[config.mk]
export PLATFORM = sky130hd
export DESIGN_NAME = core_power_ctrl
export DESIGN_NICKNAME = d
export VERILOG_FILES = /design/src/rtl/cpc_pkg.sv /design/src/rtl/cpc_load_filter.sv /design/src/rtl/cpc_hw_policy.sv /design/src/rtl/cpc_rail_seq.sv /design/src/rtl/core_power_ctrl.sv
export SDC_FILE = /design/constraint.sdc
export NUM_CORES = 1
export LEC_CHECK = 0
export BUFFER_PORTS_ARGS = -buffer_cell sky130_fd_sc_hd__buf_2
export CAP_MARGIN = 40
export CORE_ASPECT_RATIO = 0.75
export CORE_MARGIN = 4
export CORE_UTILIZATION = 55
export DETAILED_ROUTE_END_ITERATION = 10
export PLACE_DENSITY = 0.8
export SYNTH_ARGS = -nofsm -noshare
export SYNTH_HDL_FRONTEND = slang
export SYNTH_SLANG_ARGS = --single-unit
[constraint.sdc]
create_clock -name clk -period 6.1 [get_ports clk]
set_input_delay 0.305 -clock clk [delete_from_list [all_inputs] [get_ports clk]]
set_output_delay 0.305 -clock clk [all_outputs]
set_load 0.02 [all_outputs]
[src/rtl/cpc_pkg.sv]
`timescale 1ns/1ps
package cpc_pkg;

    typedef enum logic [1:0] {
        RAIL_OFF  = 2'd0,
        RAIL_LOW  = 2'd1,
        RAIL_HIGH = 2'd2
    } rail_e;

    typedef enum logic [2:0] {
        SQ_RUN,
        SQ_HALT,
        SQ_DROP,
        SQ_RAISE,
        SQ_RESUME
    } seq_e;

    function automatic rail_e decode_rail(input logic [1:0] code);
        case (code)
            2'd1:    return RAIL_LOW;
            2'd2:    return RAIL_HIGH;
            default: return RAIL_OFF;
        endcase
    endfunction

endpackage

[src/rtl/cpc_load_filter.sv]
`timescale 1ns/1ps
module cpc_load_filter #(
    parameter int WIN_LEN    = 256,
    parameter int LOAD_W     = 8,
    parameter int FILT_SHIFT = 3
) (
    input  logic              clk,
    input  logic              rst_n,
    input  logic [LOAD_W-1:0] fifo_level,
    input  logic              core_stall,
    output logic              sample_valid,
    output logic [LOAD_W-1:0] sample,
    output logic [LOAD_W-1:0] load_avg
);
    localparam int CNT_W = $clog2(WIN_LEN + 1);

    logic [CNT_W-1:0]        win_cnt;
    logic [CNT_W-1:0]        stall_cnt;
    logic [CNT_W-1:0]        stall_total;
    logic                    win_end;
    logic                    heavy;
    logic [LOAD_W-1:0]       x_now;
    logic signed [LOAD_W:0]  diff;
    logic signed [LOAD_W:0]  step;

    always_comb begin
        win_end     = (win_cnt == CNT_W'(WIN_LEN - 1));
        stall_total = stall_cnt + CNT_W'(core_stall);
        // stalled for half the window or more: demand is overstated
        heavy       = ({1'b0, stall_total} << 1) >= (CNT_W+1)'(WIN_LEN);
        x_now       = heavy ? (fifo_level >> 1) : fifo_level;
        diff        = $signed({1'b0, x_now}) - $signed({1'b0, load_avg});
        step        = diff >>> FILT_SHIFT;
    end

    always_ff @(posedge clk) begin
        if (!rst_n) begin
            win_cnt      <= '0;
            stall_cnt    <= '0;
            sample_valid <= 1'b0;
            sample       <= '0;
            load_avg     <= '0;
        end else begin
            sample_valid <= win_end;
            if (win_end) begin
                win_cnt   <= '0;
                stall_cnt <= '0;
                sample    <= x_now;
                load_avg  <= load_avg + step[LOAD_W-1:0];
            end else begin
                win_cnt   <= win_cnt + 1'b1;
                stall_cnt <= stall_total;
            end
        end
    end

endmodule

[src/rtl/cpc_hw_policy.sv]
`timescale 1ns/1ps
module cpc_hw_policy
    import cpc_pkg::*;
#(
    parameter int LOAD_W   = 8,
    parameter int IDLE_WIN = 16
) (
    input  logic              clk,
    input  logic              rst_n,
    input  logic              sample_valid,
    input  logic [LOAD_W-1:0] sample,
    input  logic [LOAD_W-1:0] load_avg,
    input  logic [LOAD_W-1:0] thr_hi,
    input  logic [LOAD_W-1:0] thr_lo,
    output rail_e             hw_rail
);
    localparam int IDLE_W = $clog2(IDLE_WIN + 1);

    logic [IDLE_W-1:0] idle_cnt;
    logic [IDLE_W-1:0] idle_next;

    always_comb begin
        if (sample != '0)
            idle_next = '0;
        else if (idle_cnt == IDLE_W'(IDLE_WIN))
            idle_next = idle_cnt;
        else
            idle_next = idle_cnt + 1'b1;
    end

    always_ff @(posedge clk) begin
        if (!rst_n) begin
            idle_cnt <= '0;
            hw_rail  <= RAIL_LOW;
        end else if (sample_valid) begin
            idle_cnt <= idle_next;
            if (idle_next == IDLE_W'(IDLE_WIN))
                hw_rail <= RAIL_OFF;
            else if (load_avg > thr_hi)
                hw_rail <= RAIL_HIGH;
            else if (load_avg < thr_lo)
                hw_rail <= RAIL_LOW;
            else if (hw_rail == RAIL_OFF)
                hw_rail <= RAIL_LOW;
        end
    end

endmodule

[src/rtl/cpc_rail_seq.sv]
`timescale 1ns/1ps
module cpc_rail_seq
    import cpc_pkg::*;
#(
    parameter int SEG_COUNT = 48,
    parameter int FREQ_W    = 6
) (
    input  logic                 clk,
    input  logic                 rst_n,
    input  rail_e                req_rail,
    input  logic [FREQ_W-1:0]    req_freq,
    output logic                 osc_run,
    output logic [FREQ_W-1:0]    osc_freq,
    output logic [SEG_COUNT-1:0] gate_hi,
    output logic [SEG_COUNT-1:0] gate_lo,
    output rail_e                rail_state,
    output logic                 busy
);
    seq_e                 state, state_nx;
    rail_e                cur_rail, tgt_rail;
    logic [FREQ_W-1:0]    freq_q;
    logic [SEG_COUNT-1:0] old_g, new_g;

    always_comb begin
        old_g = (cur_rail == RAIL_HIGH) ? gate_hi : gate_lo;
        new_g = (tgt_rail == RAIL_HIGH) ? gate_hi : gate_lo;
    end

    // next-state logic
    always_comb begin
        state_nx = state;
        unique case (state)
            SQ_RUN:    if (req_rail != cur_rail) state_nx = SQ_HALT;
            SQ_HALT:   state_nx = (cur_rail == RAIL_OFF) ? SQ_RAISE : SQ_DROP;
            SQ_DROP:   if (old_g[SEG_COUNT-1:1] == '0)
                           state_nx = (tgt_rail == RAIL_OFF) ? SQ_RESUME : SQ_RAISE;
            SQ_RAISE:  if (new_g[SEG_COUNT-2]) state_nx = SQ_RESUME;
            SQ_RESUME: state_nx = SQ_RUN;
            default:   state_nx = SQ_RUN;
        endcase
    end

    // state register
    always_ff @(posedge clk) begin
        if (!rst_n) state <= SQ_RUN;
        else        state <= state_nx;
    end

    // output and datapath registers
    always_ff @(posedge clk) begin
        if (!rst_n) begin
            cur_rail <= RAIL_OFF;
            tgt_rail <= RAIL_OFF;
            freq_q   <= '0;
            gate_hi  <= '0;
            gate_lo  <= '0;
        end else begin
            unique case (state)
                SQ_RUN: begin
                    freq_q <= req_freq;
                    if (req_rail != cur_rail) tgt_rail <= req_rail;
                end
                SQ_HALT: ;
                SQ_DROP: begin
                    if (cur_rail == RAIL_HIGH) gate_hi <= gate_hi >> 1;
                    else                       gate_lo <= gate_lo >> 1;
                end
                SQ_RAISE: begin
                    if (tgt_rail == RAIL_HIGH) gate_hi <= {gate_hi[SEG_COUNT-2:0], 1'b1};
                    else                       gate_lo <= {gate_lo[SEG_COUNT-2:0], 1'b1};
                end
                SQ_RESUME: begin
                    cur_rail <= tgt_rail;
                    freq_q   <= req_freq;
                end
                default: ;
            endcase
        end
    end

    always_comb begin
        busy       = (state != SQ_RUN);
        osc_run    = (state == SQ_RUN) && (cur_rail != RAIL_OFF);
        osc_freq   = freq_q;
        rail_state = cur_rail;
    end

endmodule

[src/rtl/core_power_ctrl.sv]
`timescale 1ns/1ps
module core_power_ctrl
    import cpc_pkg::*;
#(
    parameter int SEG_COUNT  = 48,
    parameter int WIN_LEN    = 256,
    parameter int IDLE_WIN   = 16,
    parameter int FILT_SHIFT = 3,
    parameter int LOAD_W     = 8,
    parameter int FREQ_W     = 6
) (
    input  logic                 clk,
    input  logic                 rst_n,
    input  logic [1:0]           mode_sel,
    input  logic [1:0]           static_rail,
    input  logic [FREQ_W-1:0]    static_freq,
    input  logic [1:0]           sw_rail,
    input  logic [FREQ_W-1:0]    sw_freq,
    input  logic [LOAD_W-1:0]    fifo_level,
    input  logic                 core_stall,
    input  logic [LOAD_W-1:0]    thr_hi,
    input  logic [LOAD_W-1:0]    thr_lo,
    input  logic [FREQ_W-1:0]    hw_freq_hi,
    input  logic [FREQ_W-1:0]    hw_freq_lo,
    output logic                 osc_run,
    output logic [FREQ_W-1:0]    osc_freq,
    output logic [SEG_COUNT-1:0] gate_hi,
    output logic [SEG_COUNT-1:0] gate_lo,
    output logic [1:0]           rail_state,
    output logic                 busy,
    output logic [LOAD_W-1:0]    load_avg
);
    logic              smp_valid;
    logic [LOAD_W-1:0] smp;
    rail_e             hw_rail;
    rail_e             req_rail;
    logic [FREQ_W-1:0] req_freq;
    rail_e             cur_rail;

    cpc_load_filter #(
        .WIN_LEN(WIN_LEN), .LOAD_W(LOAD_W), .FILT_SHIFT(FILT_SHIFT)
    ) u_filter (
        .clk(clk), .rst_n(rst_n), .fifo_level(fifo_level), .core_stall(core_stall),
        .sample_valid(smp_valid), .sample(smp), .load_avg(load_avg)
    );

    cpc_hw_policy #(
        .LOAD_W(LOAD_W), .IDLE_WIN(IDLE_WIN)
    ) u_policy (
        .clk(clk), .rst_n(rst_n), .sample_valid(smp_valid), .sample(smp),
        .load_avg(load_avg), .thr_hi(thr_hi), .thr_lo(thr_lo), .hw_rail(hw_rail)
    );

    // source selection
    always_comb begin
        unique case (mode_sel)
            2'd1: begin
                req_rail = decode_rail(sw_rail);
                req_freq = sw_freq;
            end
            2'd2: begin
                req_rail = hw_rail;
                req_freq = (hw_rail == RAIL_HIGH) ? hw_freq_hi : hw_freq_lo;
            end
            default: begin
                req_rail = decode_rail(static_rail);
                req_freq = static_freq;
            end
        endcase
    end

    cpc_rail_seq #(
        .SEG_COUNT(SEG_COUNT), .FREQ_W(FREQ_W)
    ) u_seq (
        .clk(clk), .rst_n(rst_n), .req_rail(req_rail), .req_freq(req_freq),
        .osc_run(osc_run), .osc_freq(osc_freq), .gate_hi(gate_hi), .gate_lo(gate_lo),
        .rail_state(cur_rail), .busy(busy)
    );

    assign rail_state = cur_rail;

endmodule

After elaboration in Yosys (flattened, before gate mapping)
Cells that the tools add are included.
{"block": "totals", "reg_bits": 151, "input_bits": 57, "out_inout_bits": 114, "elab_cells": 90}
{"block": "classes", "add_sub_neg": 5, "magnitude_cmp": 3, "eq_ne": 24, "muxes": 26, "n_bitwise": 1, "reduce_logical": 18}
{"op": "$mux W48", "count": 5}
{"op": "$pmux W48 S2", "count": 2}
{"op": "$logic_not A47 Y1", "count": 1}
{"op": "$mux W47", "count": 1}
{"op": "$eq A2 B2 Y1 const B", "count": 6}
{"op": "$mux W3", "count": 4}
{"op": "$pmux W2 S2", "count": 3}
{"op": "$pmux W3 S4", "count": 1}
{"op": "$pmux W6 S2", "count": 1}
{"op": "$eq A5 B5 Y1 const B", "count": 2}
{"op": "$ge A10 B9 Y1 const B", "count": 1}
{"op": "$mux W5", "count": 2}
{"op": "$ne A2 B1 Y1 const B", "count": 5}
{"op": "$add A9 B1 Y9", "count": 1}
{"op": "$add A9 B1 Y9 const B", "count": 1}
{"op": "$eq A9 B8 Y1 const B", "count": 1}
{"op": "$reduce_and A3 Y1", "count": 3}
{"op": "$sub A8 B8 Y9", "count": 1}
{"op": "$add A8 B8 Y8", "count": 1}
{"op": "$gt A8 B8 Y1", "count": 1}
{"op": "$lt A8 B8 Y1", "count": 1}
{"op": "$mux W2", "count": 4}
{"op": "$mux W8", "count": 1}
{"op": "$reduce_bool A8 Y1", "count": 1}
{"op": "18 further kinds", "count": 27}

Logic depth before layout (Yosys ltp)
{"block": "logic_depth", "ltp_word": 6, "depth_mapped": 22, "ltp_nobuf": 22}

By module
From an unflattened synthesis, not the netlist that was laid out.
{"block": "hier_totals", "hier_cells": 1011, "area_unflattened_um2": 8328.0}
{"module": "cpc_rail_seq", "instances": 1, "cells_each": 640, "area_each_um2": 5180.0, "seq_area_each_um2": 2182.1}
{"module": "cpc_load_filter", "instances": 1, "cells_each": 226, "area_each_um2": 2030.7, "seq_area_each_um2": 700.7}
{"module": "cpc_hw_policy", "instances": 1, "cells_each": 107, "area_each_um2": 843.3, "seq_area_each_um2": 140.1}
{"module": "core_power_ctrl", "instances": 1, "cells_each": 38, "area_each_um2": 274.0, "seq_area_each_um2": 0.0}

Least setup slack after synthesis
OpenSTA, ideal clock, no wires.
{"block": "synth_path", "kind": "input to register", "startpoint": "input core_stall", "endpoint": "register u_filter.load_avg[7]", "setup_time_ns": 0.134, "arrival_time_ns": 4.654, "t_required_ns": 5.966, "slack_ns": 1.311, "cell_stages": 21, "path_cell_list": "ha_1 ha_1 nand2_1 nand2_1 mux2_2 nor2_1 a31oi_2 mux2_2 ha_1 a21o_1 a21oi_1 nand2_1 xor2_1 ha_1 a21o_1 a21oi_1 o21ai_1 o41ai_4 mux2i_1 o21ai_0 or4_1"}
{"block": "synth_between", "elab_chain_len": 5}
{"element": "start: declaration", "line_no": "core_power_ctrl.sv:20", "text": "input logic core_stall,"}
{"element": "$add A9 B1 Y9", "line_no": "cpc_load_filter.sv:28", "text": "stall_total = stall_cnt + CNT_W'(core_stall);"}
{"element": "$ge A10 B9 Y1", "line_no": "cpc_load_filter.sv:30", "text": "heavy = ({1'b0, stall_total} << 1) >= (CNT_W+1)'(WIN_LEN);"}
{"element": "$mux W8", "line_no": "cpc_load_filter.sv:31", "text": "x_now = heavy ? (fifo_level >> 1) : fifo_level;"}
{"element": "named net u_filter.x_now[2]", "line_no": "cpc_load_filter.sv:22", "text": "logic [LOAD_W-1:0] x_now;"}
{"element": "$sub A8 B8 Y9", "line_no": "cpc_load_filter.sv:32", "text": "diff = $signed({1'b0, x_now}) - $signed({1'b0, load_avg});"}
{"element": "$add A8 B8 Y8", "line_no": "cpc_load_filter.sv:49", "text": "load_avg <= load_avg + step[LOAD_W-1:0];"}
{"element": "end signal: assignment", "line_no": "cpc_load_filter.sv:49"}
{"element": "end: declaration", "line_no": "cpc_load_filter.sv:13", "text": "output logic [LOAD_W-1:0] load_avg"}
The timed path passes the listed nets, and every way through them passes these cells.
A chain may end at the register's enable or synchronous reset.

Worst setup path after layout
{"block": "layout_path", "startpoint": "register u_filter.stall_cnt[0]", "endpoint": "register u_filter.load_avg[7]"}
{"block": "layout_between", "elab_chain_len": 5}
{"element": "start: declaration", "line_no": "cpc_load_filter.sv:18", "text": "logic [CNT_W-1:0] stall_cnt;"}
{"element": "start signal: assignment", "line_no": "cpc_load_filter.sv:52", "text": "stall_cnt <= stall_total;"}
{"element": "$add A9 B1 Y9", "line_no": "cpc_load_filter.sv:28"}
{"element": "$ge A10 B9 Y1", "line_no": "cpc_load_filter.sv:30"}
{"element": "$mux W8", "line_no": "cpc_load_filter.sv:31"}
{"element": "named net u_filter.x_now[2]", "line_no": "cpc_load_filter.sv:22"}
{"element": "$sub A8 B8 Y9", "line_no": "cpc_load_filter.sv:32"}
{"element": "$add A8 B8 Y8", "line_no": "cpc_load_filter.sv:49"}
The timed path passes the listed nets, and every way through them passes these cells.

==> metrics.csv <==
stage,metric,value,unit
status,status,"finished, final reports clean",
synth,syn_nets,1142,
cells_and_area,n_antenna_cell,0,
pwr,p_total,0.00323,W
global_route,grt_pass1_vias,6905,
global_route,globalRoute.totalOverflow,0,
sta,drv_slew,0,
synth,async_flop_share,0,%
synth,yosysSeqAreaShare,37.1,%
clock_tree,cts_resized,0,
cells_and_area,area_growth,17.8,%
floorplan,fp.dieH,113,um
synth,synthTopCellsByArea,"dfxtp_1 37%, nand2_1 11%, a311oi_1 9.8%",
critical_path,slowest_stage,or4_1,
floorplan,core-area,14500,sq um
cells_and_area,fin_nets,1265,
pwr,p_switching,0.00120,W
synth,ys.warnings.count,0,
sta,timing.fmax,185,MHz
global_route,antenna_found_initial,0,
clock_tree,h-tree-depth,4,
synth,synth-seq-cells,151,
hold_path,min_path_type,in2reg,
detailed_routing,drc,0,
critical_path,critPathKind,reg2reg,
pwr,p_clk_share,30.0,%
synth,synth_top_area_cell,dfxtp_1,
global_route,grtUsageTotal,24.0,%
synth,synth_area_per_cell,7.77,sq um
critical_path,cp.arrival,5690,ps
critical_path,cp_top_family,compound AO/OA/AOI/OAI gates,
critical_path,cp_cell_sequence,"ha_1, ha_1, nand2_1, nand2_1, mux2_2, nor2_1, a31oi_2, mux2_2, ha_1, a21o_1, a21oi_1, nand2_1, xor2_1, ha_1, a21o_1, a21oi_1, o21ai_1, o41ai_4, mux2i_1, o21ai_0, or4_1",
synth,synth.distinct_cells,57,
critical_path,cp_common_cell,ha_1,
detailed_routing,drt-initial-drc-count,593,
clock_tree,cts_buffer_depth,2,
sta,hold_viol_final,0,
clock_tree,post_cts_buffers,0,
detailed_routing,num_vias,7865,
floorplan,start_util,56.1,%
pwr,powerDensity,337,nW/um^2
placement,gp_congestion,0.852,
synth,syn_area,8140,sq um
placement,dp_hpwl,14300,um
detailed_routing,routedWlPerCell,14.8,um
detailed_routing,first_pass_iters,5,
clock_tree,clk_latency,420,ps
critical_path,required,6390,ps
synth,synth-edff-count,0,
critical_path,cp_max_fo,8,
synth,synth_most_common_cell,nand2_1,
pwr,combPwrFrac,29.7,%
detailed_routing,via_per_inst,5.69,
floorplan,rows,38,
global_route,grt_start_max_net_pins,96,
critical_path,slowest_delay,490,ps
global_route,grt_pass1_wl,33800,um
sta,setup_viol,0,
pwr,irDropWorstVdd,0.240,mV
sta,rsz0062_at_grt,false,
sta,final.min_clock_period,5400,ps
synth,ys_top_cells_by_count,"234 x nand2_1, 151 x dfxtp_1, 144 x nor2_1, 91 x a311oi_1, 55 x clkbuf_1",
pwr,p_int,0.00203,W
detailed_routing,antenna_left,0,
pwr,power.leakage,3.86,nW
floorplan,die_w,148,um
synth,postSynthCellCount,1047,
floorplan,ios,171,
pwr,share_seq_of_total_power,40.3,%
critical_path,worstSetupEndpointType,register,
clock_tree,clk_pin_slew,60,ps
critical_path,startpoint_type,register,
sta,worst_pin_slew,873,ps
placement,io_buffers,170,
floorplan,dieArea,16800,sq um
run,max-cap-violations,0,
clock_tree,cts.sinks,151,
critical_path,path_buf_inv,0,
clock_tree,root_buffer,clkbuf_16,
sta,finalClockSkew,7.53,ps
clock_tree,cts_tree,yes,
sta,relSlewSlack,41.8,%
clock_tree,numCtsBuffers,17,
pwr,switching_share,37.1,%
cells_and_area,drive_gt1_share,20.6,%
synth,synth.top_cell.area_share,37.1,%
sta,tns,0,ps
detailed_routing,totalWireLength,20500,um
clock_tree,holdBufCountCts,0,
synth,ys.flop_type,dfxtp_1,
sta,finalCritPeriodShare,88.6,%
==> path summary, 6_finish.rpt <==
path | slack [ps] | from | endpoint | depth (start not counted)
worst min-delay path | 240 | core_stall | u_filter.stall_cnt[0] | 3
worst max-delay path | 700 | u_filter.stall_cnt[0] | u_filter.load_avg[7] | 21
worst min register to register | 450 | u_filter.win_cnt[0] | u_filter.win_cnt[0] | 1
worst max register to register | 700 | u_filter.stall_cnt[0] | u_filter.load_avg[7] | 21
==> worst reg2reg max path, stage by stage (launching register included) <==
cell and delay (ps):
dfxtp_1 310, ha_1 230, ha_1 260, nand2_1 100, nand2_1 80, mux2_2 140
nor2_1 40, a31oi_2 390, mux2_2 400, ha_1 300, a21o_1 200, a21oi_1 290
nand2_1 200, xor2_1 270, ha_1 280, a21o_1 150, a21oi_1 270, o21ai_1 180
o41ai_4 350, mux2i_1 220, o21ai_0 100, or4_1 490
==> registers in the layout (all words and copies together) (netlist names) <==
signal and flops:
u_filter.stall_cnt 9, u_filter.sample 8, u_seq.osc_freq 6, u_policy.idle_cnt 5, u_seq.gate_hi 48, u_filter.load_avg 8
u_filter.win_cnt 9, u_seq.state 3, u_seq.rail_state 2, u_policy.hw_rail 2, u_seq.gate_lo 48, u_seq.tgt_rail 2
u_filter.sample_valid 1
==> per-layer routing <==
layer / track usage [%] / share of wire [%] / up-vias
met5: 0 / 0 / -
met3: 6.20 / 7.8 / 20
met1: 35.5 / 48 / 3636
li1: - / - / 3962
met2: 35.0 / 43 / 247
met4: 5.91 / 1.2 / 0
==> final cells by class <==
class / instances / area, sq um
Sequential cell: 151 / 3020
Inverter: 37 / 140
Clock buffer: 19 / 433
Tap cell: 200 / 250
Fill cell: 1253 / 4920
Multi-Input combinational cell: 787 / 4710
Timing Repair Buffer: 176 / 916
Clock inverter: 13 / 108
==> placed cells by master, fill, tap and decap left out, drive strengths merged, types with 4 or more instances in the layout <==
| cell | synthesis | routed |
|---|---|---|
| nor2b | 8 | 8 |
| a311oi | 91 | 91 |
| buf | 17 | 176 |
| inv | 37 | 37 |
| clkinvlp | 0 | 4 |
| nor2 | 145 | 145 |
| nand2 | 234 | 234 |
| nand3 | 20 | 20 |
| nand3b | 4 | 4 |
| mux2 | 13 | 13 |
| ha | 37 | 37 |
| nand4 | 11 | 11 |
| a22oi | 7 | 7 |
| or3 | 5 | 5 |
| clkbuf | 55 | 19 |
| a31oi | 7 | 7 |
| o21ai | 27 | 27 |
| nor4 | 25 | 25 |
| dfxtp | 151 | 151 |
| nand2b | 7 | 7 |
| nor3 | 12 | 12 |
| and3 | 11 | 11 |
| and2 | 6 | 6 |
| o211a | 8 | 8 |
| clkinv | 0 | 8 |
| a21o | 9 | 9 |
| xor2 | 8 | 8 |
| xnor2 | 14 | 14 |
| a211oi | 4 | 4 |
| or4 | 5 | 5 |
| a21oi | 31 | 31 |
| mux2i | 8 | 8 |
| or2 | 8 | 8 |
==> power groups by stage <==
| stage | Combinational [W] | Clock, W | Sequential, W |
|---|---|---|---|
| 2_1_floorplan | 0.000545 | 0 | 0.00143 |
| 3_3_place_gp | 0.000939 | 0 | 0.00132 |
| 3_5_place_dp | 0.000962 | 0 | 0.00132 |
| 4_1_cts | 0.000965 | 0.000986 | 0.00130 |
| 5_1_grt | 0.00107 | 0.00102 | 0.00133 |
| 6_report | 0.000961 | 0.000969 | 0.00130 |
==> per-stage QoR <==
stage / utilization [%] / std cells / hold slack, ps / setup WS, ps / cell area (sq um)
final: 66.1 / 1383 / 242 / 696 / 9580
after global routing: 66.1 / 1383 / 237 / 326 / 9580
after CTS: 66.1 / 1383 / 231 / 746 / 9580
after detailed placement: 62.4 / 1351 / 441 / 667 / 9040
after global placement: 62.2 / 1350 / 431 / 874 / 9020
after floorplan: - / 1047 / 418 / 1310 / 8140
==> logic make-up (layout without fill, tap and decap cells) <==
logic type,after synthesis,count (layout),share of synthesized area (%)
adders and majority gates,38,38,5.93
muxes,21,21,2.78
xor gates and xnor gates,22,22,2.37
buffers and inverters,109,245,5.09
and+or+nand+nor,503,503,27.3
AOI/OAI and AO/OA,203,203,19.4
DFF,151,151,37.1
No activity file was read; power rests on OpenSTA's default activity.
